`config.mk`:
```
export PLATFORM = sky130hd
export DESIGN_NAME = uart_frame_tx
export DESIGN_NICKNAME = d
export VERILOG_FILES = /design/src/rtl/uart_tx_pkg.sv /design/src/rtl/uart_tx_buf.sv /design/src/rtl/uart_tx_shift.sv /design/src/rtl/uart_tx_ctrl.sv /design/src/rtl/uart_frame_tx.sv
export SDC_FILE = /design/constraint.sdc
export NUM_CORES = 1
export LEC_CHECK = 0
export BUFFER_PORTS_ARGS = -buffer_cell sky130_fd_sc_hd__buf_2
export CELL_PAD_IN_SITES_DETAIL_PLACEMENT = 0
export CELL_PAD_IN_SITES_GLOBAL_PLACEMENT = 2
export CORE_MARGIN = 4
export CORE_UTILIZATION = 37
export CTS_CLUSTER_SIZE = 16
export DETAILED_ROUTE_END_ITERATION = 10
export GPL_ROUTABILITY_DRIVEN = 1
export GPL_TIMING_DRIVEN = 0
export PLACE_DENSITY = 0.86
export SLEW_MARGIN = 20
export SYNTH_ARGS = -nofsm -noshare
export SYNTH_HDL_FRONTEND = slang
export SYNTH_SLANG_ARGS = --single-unit
```
`constraint.sdc`:
```
create_clock -name clk -period 3.3 [get_ports clk]
set_clock_uncertainty 0.2 [all_clocks]
set_input_delay 0.33 -clock clk [delete_from_list [all_inputs] [get_ports clk]]
set_output_delay 0.33 -clock clk [all_outputs]
set_load 0.005 [all_outputs]
```
`src/rtl/uart_tx_pkg.sv`:
```
package uart_tx_pkg;

   typedef enum logic [1:0] {
      PAR_NONE = 2'b00,
      PAR_RSVD = 2'b01,
      PAR_EVEN = 2'b10,
      PAR_ODD  = 2'b11
   } par_mode_e;

   typedef enum logic [1:0] {
      STOP_HALF = 2'b00,
      STOP_ONE  = 2'b01,
      STOP_RSVD = 2'b10,
      STOP_TWO  = 2'b11
   } stop_mode_e;

   typedef enum logic [2:0] {
      SH_IDLE,
      SH_START,
      SH_DATA,
      SH_PAR,
      SH_STOP
   } sh_state_e;

endpackage

```
`src/rtl/uart_tx_buf.sv`:
```
module uart_tx_buf #(
   parameter int W     = 8,
   parameter int DEPTH = 2
) (
   input  logic         clk,
   input  logic         rst_n,
   input  logic         flush,
   input  logic         push,
   input  logic [W-1:0] push_data,
   input  logic         pop,
   output logic [W-1:0] pop_data,
   output logic         not_empty,
   output logic         has_room
);
   localparam int FILL_W = $clog2(DEPTH + 1);

   logic [FILL_W-1:0] cnt;
   logic              do_push, do_pop;

   assign has_room  = (cnt != FILL_W'(DEPTH));
   assign not_empty = (cnt != '0);
   assign do_push   = push && has_room;
   assign do_pop    = pop && not_empty;

   always_ff @(posedge clk) begin
      if (!rst_n || flush) begin
         cnt <= '0;
      end else begin
         case ({do_push, do_pop})
            2'b10:   cnt <= cnt + 1'b1;
            2'b01:   cnt <= cnt - 1'b1;
            default: cnt <= cnt;
         endcase
      end
   end

   if (DEPTH == 1) begin : g_single
      logic [W-1:0] hold_q;
      always_ff @(posedge clk) begin
         if (do_push) hold_q <= push_data;
      end
      assign pop_data = hold_q;
   end else begin : g_ring
      localparam int PTR_W = $clog2(DEPTH);
      logic [W-1:0]     mem [DEPTH];
      logic [PTR_W-1:0] wr_p, rd_p;

      function automatic logic [PTR_W-1:0] step(input logic [PTR_W-1:0] p);
         return (p == PTR_W'(DEPTH - 1)) ? '0 : p + 1'b1;
      endfunction

      always_ff @(posedge clk) begin
         if (!rst_n || flush) begin
            wr_p <= '0;
            rd_p <= '0;
         end else begin
            if (do_push) wr_p <= step(wr_p);
            if (do_pop)  rd_p <= step(rd_p);
         end
      end

      always_ff @(posedge clk) begin
         if (do_push) mem[wr_p] <= push_data;
      end

      assign pop_data = mem[rd_p];
   end
endmodule

```
`src/rtl/uart_tx_shift.sv`:
```
module uart_tx_shift
   import uart_tx_pkg::*;
#(
   parameter int DATA_W        = 8,
   parameter int LEN_W         = 4,
   parameter int LEN_BIAS      = 3,
   parameter int MIN_BITS      = 5,
   parameter int TICKS_PER_BIT = 16
) (
   input  logic              clk,
   input  logic              rst_n,
   input  logic              tick,
   input  logic              load,
   input  logic [DATA_W-1:0] load_data,
   input  logic [LEN_W-1:0]  cfg_len,
   input  logic [1:0]        cfg_par,
   input  logic [1:0]        cfg_stop,
   output logic              tx,
   output logic              busy,
   output logic              finish
);
   localparam int CNT_W = $clog2(2 * TICKS_PER_BIT);
   localparam int IDX_W = (DATA_W > 1) ? $clog2(DATA_W) : 1;

   sh_state_e         state;
   logic [DATA_W-1:0] shreg;
   logic [IDX_W-1:0]  idx_left;
   logic [CNT_W-1:0]  cnt, stop_last_q;
   logic              par_q, has_par_q;

   int                req_bits;
   logic [DATA_W-1:0] masked;
   logic              par_bit, has_par;
   logic [CNT_W-1:0]  stop_last;

   // settings captured at load time
   always_comb begin
      req_bits = int'(cfg_len) + LEN_BIAS;
      if (req_bits < MIN_BITS) req_bits = MIN_BITS;
      if (req_bits > DATA_W)   req_bits = DATA_W;
      for (int i = 0; i < DATA_W; i++) masked[i] = load_data[i] && (i < req_bits);
      has_par = (cfg_par == PAR_EVEN) || (cfg_par == PAR_ODD);
      par_bit = (cfg_par == PAR_ODD) ? ~^masked : ^masked;
      case (cfg_stop)
         STOP_HALF: stop_last = CNT_W'(TICKS_PER_BIT / 2 - 1);
         STOP_TWO:  stop_last = CNT_W'(2 * TICKS_PER_BIT - 1);
         default:   stop_last = CNT_W'(TICKS_PER_BIT - 1);
      endcase
   end

   logic bit_end, stop_end, seg_end;
   assign bit_end  = tick && (cnt == CNT_W'(TICKS_PER_BIT - 1));
   assign stop_end = tick && (cnt == stop_last_q);
   assign seg_end  = (state == SH_STOP) ? stop_end : bit_end;
   assign finish   = (state == SH_STOP) && stop_end;
   assign busy     = (state != SH_IDLE);

   always_ff @(posedge clk) begin
      if (!rst_n) begin
         state       <= SH_IDLE;
         shreg       <= '0;
         idx_left    <= '0;
         cnt         <= '0;
         stop_last_q <= '0;
         par_q       <= 1'b0;
         has_par_q   <= 1'b0;
      end else if (load && !busy) begin
         state       <= SH_START;
         shreg       <= masked;
         idx_left    <= IDX_W'(req_bits - 1);
         cnt         <= '0;
         stop_last_q <= stop_last;
         par_q       <= par_bit;
         has_par_q   <= has_par;
      end else if (busy && tick) begin
         cnt <= seg_end ? '0 : cnt + 1'b1;
         if (seg_end) begin
            case (state)
               SH_START: state <= SH_DATA;
               SH_DATA: begin
                  shreg <= shreg >> 1;
                  if (idx_left == '0) state <= has_par_q ? SH_PAR : SH_STOP;
                  else                idx_left <= idx_left - 1'b1;
               end
               SH_PAR:  state <= SH_STOP;
               default: state <= SH_IDLE;
            endcase
         end
      end
   end

   always_comb begin
      case (state)
         SH_START: tx = 1'b0;
         SH_DATA:  tx = shreg[0];
         SH_PAR:   tx = par_q;
         default:  tx = 1'b1;
      endcase
   end
endmodule

```
`src/rtl/uart_tx_ctrl.sv`:
```
module uart_tx_ctrl (
   input  logic clk,
   input  logic rst_n,
   input  logic cmd_en,
   input  logic cmd_dis,
   input  logic busy,
   input  logic buf_nonempty,
   output logic enabled,
   output logic start,
   output logic flush
);
   logic dis_pend;

   // disable lands only between frames; it also drops the queue
   assign flush = (dis_pend || cmd_dis) && !busy;
   assign start = enabled && !dis_pend && !cmd_dis && !busy && buf_nonempty;

   always_ff @(posedge clk) begin
      if (!rst_n) begin
         enabled  <= 1'b0;
         dis_pend <= 1'b0;
      end else if (flush) begin
         enabled  <= 1'b0;
         dis_pend <= 1'b0;
      end else if (cmd_dis) begin
         dis_pend <= 1'b1;
      end else if (cmd_en) begin
         enabled  <= 1'b1;
         dis_pend <= 1'b0;
      end
   end
endmodule

```
`src/rtl/uart_frame_tx.sv`:
```
module uart_frame_tx #(
   parameter int DATA_W        = 8,
   parameter int LEN_W         = 4,
   parameter int LEN_BIAS      = 3,
   parameter int MIN_BITS      = 5,
   parameter int BUF_DEPTH     = 2,
   parameter int TICKS_PER_BIT = 16
) (
   input  logic              clk,
   input  logic              rst_n,
   input  logic              baud_tick,
   input  logic [LEN_W-1:0]  cfg_len,
   input  logic [1:0]        cfg_par,
   input  logic [1:0]        cfg_stop,
   input  logic              cmd_en,
   input  logic              cmd_dis,
   input  logic              wr_valid,
   input  logic [DATA_W-1:0] wr_data,
   output logic              tx_out,
   output logic              buf_room,
   output logic              tx_done,
   output logic              tx_enabled
);
   if (BUF_DEPTH < 1) begin : g_bad_depth
      $error("BUF_DEPTH must be at least 1");
   end
   if (TICKS_PER_BIT < 2 || (TICKS_PER_BIT % 2) != 0) begin : g_bad_ticks
      $error("TICKS_PER_BIT must be even and at least 2");
   end
   if (DATA_W < MIN_BITS) begin : g_bad_width
      $error("DATA_W must not be below MIN_BITS");
   end

   logic              shf_busy, shf_finish, start, flush;
   logic              buf_nonempty, wr_acc;
   logic [DATA_W-1:0] head_data;
   logic              done_q;

   assign wr_acc = wr_valid && buf_room && !flush;

   uart_tx_ctrl u_ctrl (
      .clk          (clk),
      .rst_n        (rst_n),
      .cmd_en       (cmd_en),
      .cmd_dis      (cmd_dis),
      .busy         (shf_busy),
      .buf_nonempty (buf_nonempty),
      .enabled      (tx_enabled),
      .start        (start),
      .flush        (flush)
   );

   uart_tx_buf #(.W(DATA_W), .DEPTH(BUF_DEPTH)) u_buf (
      .clk       (clk),
      .rst_n     (rst_n),
      .flush     (flush),
      .push      (wr_acc),
      .push_data (wr_data),
      .pop       (start),
      .pop_data  (head_data),
      .not_empty (buf_nonempty),
      .has_room  (buf_room)
   );

   uart_tx_shift #(
      .DATA_W        (DATA_W),
      .LEN_W         (LEN_W),
      .LEN_BIAS      (LEN_BIAS),
      .MIN_BITS      (MIN_BITS),
      .TICKS_PER_BIT (TICKS_PER_BIT)
   ) u_shift (
      .clk       (clk),
      .rst_n     (rst_n),
      .tick      (baud_tick),
      .load      (start),
      .load_data (head_data),
      .cfg_len   (cfg_len),
      .cfg_par   (cfg_par),
      .cfg_stop  (cfg_stop),
      .tx        (tx_out),
      .busy      (shf_busy),
      .finish    (shf_finish)
   );

   always_ff @(posedge clk) begin
      if (!rst_n)                           done_q <= 1'b0;
      else if (flush)                       done_q <= 1'b1;
      else if (wr_acc)                      done_q <= 1'b0;
      else if (shf_finish && !buf_nonempty) done_q <= 1'b1;
   end
   assign tx_done = done_q;
endmodule

```
; Yosys cells after proc, flatten, opt, wreduce, memory -nomap -nowiden
; Memory sizes are Yosys's and may differ from the RTL's. A register that Yosys moved wholly into a read port is not among the register bits.
; Index checks and enable logic that the tools add are counted.
[word_totals]
in_bits = 22
ramBits = 16
latch_bits = 0
out_inout_bits = 4
romBits = 0
memories = 1
regBits = 33
word_cells = 135
[op_classes]
n_reduce_logical = 51
mul = 0
eq_ne = 15
n_bitwise = 2
add_sub_neg = 8
shift = 0
div_mod_pow = 0
mux = 34
order_cmp = 10
[memory_table]
columns = memory, words, word_bits, rd, rd_ports_with_merged_regs, write_ports, line
row1 = u_buf.g_ring.mem, 2, 8, 1, 1, 1, uart_tx_buf.sv:45  ; logic [W-1:0] mem [DEPTH];
[ops]
columns = operator, n
row1 = $lt A4 B32 Y1 const A, 4
row2 = $lt A3 B32 Y1 const A, 2
row3 = $mux W32, 2
row4 = $gt A32 B5 Y1 const B, 1
row5 = $lt A1 B32 Y1 const A, 1
row6 = $lt A2 B32 Y1 const A, 1
row7 = $lt A32 B4 Y1 const B, 1
row8 = $mux W8, 4
row9 = $logic_and A1 B1 Y1, 23
row10 = $mux W3, 7
row11 = $mux W1, 16
row12 = $reduce_bool A2 Y1, 6
row13 = $pmux W5 S2, 1
row14 = $pmux W3 S3, 1
row15 = $reduce_and A3 Y1, 3
row16 = $eq A2 B2 Y1 const B, 4
row17 = $reduce_xnor A8 Y1, 1
row18 = $reduce_xor A8 Y1, 1
row19 = $eq A3 B2 Y1 const B, 2
row20 = $logic_not A1 Y1, 6
row21 = $reduce_bool A3 Y1, 2
row22 = $add A4 B2 Y5 const B, 1
row23 = $add A5 B1 Y5 const B, 1
row24 = $eq A5 B4 Y1 const B, 1
row25 = other kinds (22), 28

; Longest topological paths before layout
[logic_depth]
depth_word = 9
depth_mapped = 11
depth_no_buf = 9

; Cells and area by module
; A second synthesis with hierarchy kept.
[hier_totals]
hier_cells = 249
area_unflattened_um2 = 2443.6
[modules_own_cells]
columns = mod, n_inst, seq_area_each_um2, cells_each, area_per_inst_um2
row1 = uart_tx_shift, 1, 480.5, 185, 1497.7
row2 = uart_tx_buf, 1, 580.6, 50, 804.5
row3 = uart_tx_ctrl, 1, 40.0, 9, 93.8
row4 = uart_frame_tx, 1, 20.0, 5, 47.5

; Worst setup path after synthesis
; OpenSTA, ideal clock, no wires.
[synth_timing]
path_kind = input to register
from = input cfg_len[0]
to = register u_shift.par_q
setup_time_ns = 0.116
n_path_buf = 2
stages = 11
t_required_ns = 2.984
setup_slack_ns = 0.548
t_arrival_ns = 2.436
path_cell_list = clkbuf_1 -> inv_1 -> ha_1 -> clkbuf_1 -> or3_1 -> a211o_1 -> and2_1 -> a211oi_1 -> xnor2_1 -> mux2i_1 -> a31o_2
[synth_via]
elab_chain_cells = 9
elab_cells_between_ends = 24
classes_between = add/sub: 1 / order compare: 10 / mux: 3 / reduce/logical: 10
[synth_lines]
columns = item, line
row1 = start: declaration, uart_frame_tx.sv:12  ; input logic [LEN_W-1:0] cfg_len,
row2 = $add A4 B2 Y5 (*), uart_tx_shift.sv:38  ; req_bits = int'(cfg_len) + LEN_BIAS;
row3 = $lt A32 B4 Y1, uart_tx_shift.sv:39  ; if (req_bits < MIN_BITS) req_bits = MIN_BITS;
row4 = $mux W32 (*), uart_tx_shift.sv:39
row5 = $gt A32 B5 Y1, uart_tx_shift.sv:40  ; if (req_bits > DATA_W) req_bits = DATA_W;
row6 = $mux W32 (*), uart_tx_shift.sv:40
row7 = $lt A1 B32 Y1 (tied with other cells), uart_tx_shift.sv:41  ; for (int i = 0; i < DATA_W; i++) masked[i] = load_data[i] && (i < req_bits);
row8 = $logic_and A1 B1 Y1, uart_tx_shift.sv:41
row9 = $reduce_xor A8 Y1 or $reduce_xnor A8 Y1 (tied branches), uart_tx_shift.sv:43  ; par_bit = (cfg_par == PAR_ODD) ? ~^masked : ^masked;
row10 = $mux W1 (*), uart_tx_shift.sv:43
row11 = end signal: assignment, uart_tx_shift.sv:73  ; par_q <= par_bit;
row12 = end: declaration, uart_tx_shift.sv:29  ; logic par_q, has_par_q;
; Every way passes the cells marked *; elsewhere a longest branch is shown, timed or not.
; A chain may end at the register's enable or synchronous reset.

; Worst setup path in the final report
[layout_timing]
from = register u_shift.state[0]
to = register u_buf.cnt[1]
[layout_via]
elab_cells_between_ends = 14
classes_between = eq/ne: 2 / mux: 1 / reduce/logical: 11
[layout_rtl]
columns = item, line
row1 = start: declaration, uart_tx_shift.sv:25  ; sh_state_e state;
row2 = start signal: assignment, uart_tx_shift.sv:82  ; if (idx_left == '0) state <= has_par_q ? SH_PAR : SH_STOP;
row3 = $reduce_bool A3 Y1 (*), uart_tx_shift.sv:56  ; assign busy = (state != SH_IDLE);
row4 = $logic_not A1 Y1 (*), uart_tx_ctrl.sv:16  ; assign start = enabled && !dis_pend && !cmd_dis && !busy && buf_nonempty;
row5 = $logic_and A1 B1 Y1 (*) (2 in a row), uart_tx_ctrl.sv:16
row6 = $logic_and A1 B1 Y1 (*), uart_tx_buf.sv:23  ; assign do_pop = pop && not_empty;
row7 = net u_buf.do_pop, uart_tx_buf.sv:18  ; logic do_push, do_pop;
row8 = $eq A2 B1 Y1 or $eq A2 B2 Y1 (tied branches), uart_tx_buf.sv:29  ; case ({do_push, do_pop})
row9 = $pmux W2 S2 or $reduce_bool A2 Y1 (tied branches), --
row10 = end signal: assignment, uart_tx_buf.sv:30  ; 2'b10: cnt <= cnt + 1'b1;
row11 = end signal: assignment, uart_tx_buf.sv:31  ; 2'b01: cnt <= cnt - 1'b1;
row12 = end signal: assignment, uart_tx_buf.sv:32  ; default: cnt <= cnt;
row13 = end: declaration, uart_tx_buf.sv:17  ; logic [FILL_W-1:0] cnt;
; The timed path passes the listed nets; every way through them passes the cells marked *.

==> impl_metrics.csv <==
group,metric,value,unit
logic_synthesis,ys_seq_area_share,44.8,%
clock_tree,cts_buffer_depth,2,
detailed_routing,finalWirelength,4690,microns
placement,placement.cell_area,0.00272,sq mm
sta,hold_violations,0,
global_route,grt_pass1_vias,1606,
logic_synthesis,avgSynthCellArea,9.78,sq um
critical_path,worstSetupStartpointType,"flop",
cells_and_area,drive_above_1_share,16.4,%
clock_tree,clk_pin_slew,0.09,ns
critical_path,cp_cell_sequence,"clkbuf_2 > nor3_1 > o2111ai_2 > clkinv_1 > clkbuf_1 > ha_1 > nor2_1 > xnor2_1 > nor2_1",
sta,period_share,88.9,%
power,clkPwrFrac,40.9,%
detailed_routing,firstDrtPassIters,4,
placement,place_inst,356,
sta,timing.fmax,0.341,GHz
critical_path,critical_path.top_delay_family,"buffers and inverters",
logic_synthesis,netlist_top_cells_area,"dfxtp_1, edfxtp_1, mux2i_1",
sta,rsz0062_at_grt,"false",
logic_synthesis,synth_warnings,0,
clock_tree,cts.sink_count,48,
logic_synthesis,ys_seq_elements,48,
clock_tree,cts_tree,"done",
logic_synthesis,synth_top_area_cell,"dfxtp_1",
critical_path,slowest_stage,"clkbuf_1",
placement,dpl_worst_slack,0.150,ns
global_route,grt_max_degree,17,
worst_hold_path,hold_path.class,"in -> reg",
detailed_routing,ant_nets,0,
clock_tree,clk_latency,0.30,ns
power,p_total,0.00123,W
placement,port_buffers,23,
power,p_comb_share,8.6,%
clock_tree,postCtsSetupBuffers,0,
clock_tree,cts_root_buf,"clkbuf_8",
cells_and_area,fin_nets,322,
global_route,antenna_found_initial,0,
critical_path,crit_top_cell,"nor2_1",
logic_synthesis,ys.flop_type,"dfxtp_1",
cells_and_area,num_antenna_cells,0,
critical_path,path_class,"reg -> reg",
power,p_int,0.000974,W
sta,drv_slew,0,
logic_synthesis,syn_area,0.00250,sq mm
sta,tns,0,ns
floorplanning,core_area,0.00646,sq mm
floorplanning,start_util,38.8,%
power,p_leak,1.09,nW
critical_path,crit_buf_inv,3,
logic_synthesis,synth_enable_flop_cells,16,
logic_synthesis,synthArstFlopShare,0,%
power,power.density,423,mW/mm^2
detailed_routing,routed_via_density,4.98,
power,pwr-share-seq,50.6,%
cells_and_area,area_growth,16.6,%
power,peakVddDrop,296,uV
cells_and_area,layout.cells.non_filler,370,
placement,dp_hpwl,3510,microns
global_route,grtUsageTotal,11.5,%
critical_path,end_kind,"flop",
sta,maxSlewHeadroom,45.0,%
floorplanning,die_h,90.3,microns
detailed_routing,drc_errors,0,
sta,worst-slew-pin-transition,0.822,ns
sta,fin_ws,0.368,ns
critical_path,cp_max_fo,10,
critical_path,timing.reg2reg.setup_slack,0.37,ns
detailed_routing,vias,1842,
clock_tree,numCtsBuffers,5,
job,max_cap_viol_count,0,
logic_synthesis,synthCells,256,
critical_path,arrival,2.92,ns
power,p_switching,0.000260,W
floorplanning,io_pins,26,
clock_tree,htree_levels,2,
logic_synthesis,syn_nets,286,
floorplanning,fp.dieW,90.3,microns
global_route,gr-total-overflow,0,
global_route,grt_first_pass_wirelength,7590,microns
floorplanning,die_area,0.00815,sq mm
detailed_routing,drt_iter0_drc,85,
detailed_routing,detail_route.wl_per_cell,12.7,microns
sta,setup_viol_count_final,0,
placement,routabilityCongestion,0.738,
critical_path,required,3.29,ns
logic_synthesis,synth_cell_types,51,
run_status,run_status,"completed",
cells_and_area,final_area,0.00292,sq mm
logic_synthesis,synth_top_area_share,25.6,%
critical_path,critPathMaxStageDelay,0.45,ns
power,p_sw_share,21.1,%
floorplanning,num_rows,29,
sta,min_period,2.93,ns
## registers in the layout, indices dropped and copies added, names as in the netlist, 2 cells and up, named ones only
signal	flops
u_buf.g_ring.mem	16
u_shift.idx_left	3
u_shift.cnt	5
u_buf.cnt	2
u_shift.shreg	8
u_shift.stop_last_q	3
u_shift.state	3
## layout make-up
cell class / instances / area [sq um]
well taps: 77 / 96.3
clock buffers: 5 / 68.8
clock inverters: 3 / 68.8
plain buffers: 12 / 57.6
repair buffers: 29 / 175
inverters: 15 / 56.3
fillers: 627 / 3540
flip-flops and latches: 48 / 1120
multi-input cells: 181 / 1270
## metrics by stage
| stage | hold WS, ns | util [%] |
|---|---|---|
| after floorplan | 0.229 | - |
| after global placement | 0.265 | 42.0 |
| after detailed placement | 0.270 | 42.0 |
| after CTS | 0.00315 | 44.3 |
| after global routing | 0.000999 | 45.2 |
| final | 0.0197 | 45.2 |
## power by group through the flow
stage | registers, W | clock network, W | logic, W
2_1_floorplan | 0.000637 | 0 | 0.0000689
3_3_place_gp | 0.000637 | 0 | 0.0000998
3_5_place_dp | 0.000637 | 0 | 0.000100
4_1_cts | 0.000624 | 0.000521 | 0.000102
5_1_grt | 0.000625 | 0.000550 | 0.000119
6_report | 0.000624 | 0.000504 | 0.000106
## cells in the final DEF, fill, tap and decap left out, drive strengths merged, types with 7 or more instances in the layout
| cell type | count |
|---|---|
| xor2 | 7 |
| mux2i | 19 |
| inv | 15 |
| dfxtp | 32 |
| xnor2 | 13 |
| buf | 24 |
| ha | 8 |
| nor2 | 25 |
| edfxtp | 16 |
| nand2 | 23 |
| a21oi | 8 |
| o21ai | 7 |
| a21boi | 8 |
| clkbuf | 16 |
## routing by layer
| metal | wire length, microns | vias to the layer above | track usage [%] | share of wire (%) |
|---|---|---|---|---|
| li1 | - | 974 | - | - |
| met1 | 2330 | 839 | 15.7 | 50 |
| met2 | 2180 | 27 | 17.5 | 46 |
| met3 | 160 | 2 | 3.08 | 3.4 |
| met4 | 27 | 0 | 3.83 | 0.58 |
| met5 | 0 | - | 0 | 0 |
## Yosys cell counts, types with 2 or more instances
cell	number
nand4_1	3
ha_1	8
xor2_1	7
nor3_1	6
nor2_1	25
and2_1	3
a21boi_0	5
mux2i_1	19
and3_1	5
o21ai_0	5
a211oi_1	3
dfxtp_1	32
o211ai_1	4
edfxtp_1	16
nand3_1	5
clkbuf_1	9
nand2b_1	2
a21oi_1	8
mux2_2	2
nor3b_1	2
xnor2_1	13
mux2_4	2
nand2_1	22
inv_1	14
o21a_1	5
a21boi_2	3
nand3b_1	4
## kinds of logic (layout without fill, tap and decap cells)
logic type | after synthesis | count (layout) | share of synthesized area [%]
xor gates and xnor gates | 20 | 20 | 7.00
buffers and inverters | 27 | 64 | 4.55
and+or+nand+nor | 85 | 85 | 16.6
adders and majority gates | 8 | 8 | 4.00
DFF | 48 | 48 | 44.8
muxes | 23 | 23 | 9.70
AOI/OAI and AO/OA | 45 | 45 | 13.3
## path summary, 6_finish.rpt
check                                              to  cells past startpoint                           startpoint
setup / recovery            u_buf.cnt[1]$_SDFFE_PP0P_                      9        u_shift.state[0]$_SDFFE_PN0P_
hold / removal       u_buf.g_ring.mem[0][1]$_DFFE_PP_                      1                           wr_data[1]
setup reg to reg            u_buf.cnt[1]$_SDFFE_PP0P_                      9        u_shift.state[0]$_SDFFE_PN0P_
hold reg to reg   u_shift.stop_last_q[4]$_SDFFE_PN0P_                      2  u_shift.stop_last_q[4]$_SDFFE_PN0P_
## worst reg2reg max path: cells and delay by family, from the launching register on
family | cells | cell delay [ns]
compound gates | 1 | 0.38
xor+xnor | 1 | 0.12
fa+ha+maj | 1 | 0.35
buf+inv | 3 | 0.87
flops | 1 | 0.30
simple gates | 3 | 0.60
## timing repair
item | CTS | global route
resized for setup | 0 | 1
endpoints found under the setup margin | 0 | 1
hold buffers | 1 | 5
hold endpoints to repair | 2 | 10
Note: power is estimated with default switching activity, not from simulation.
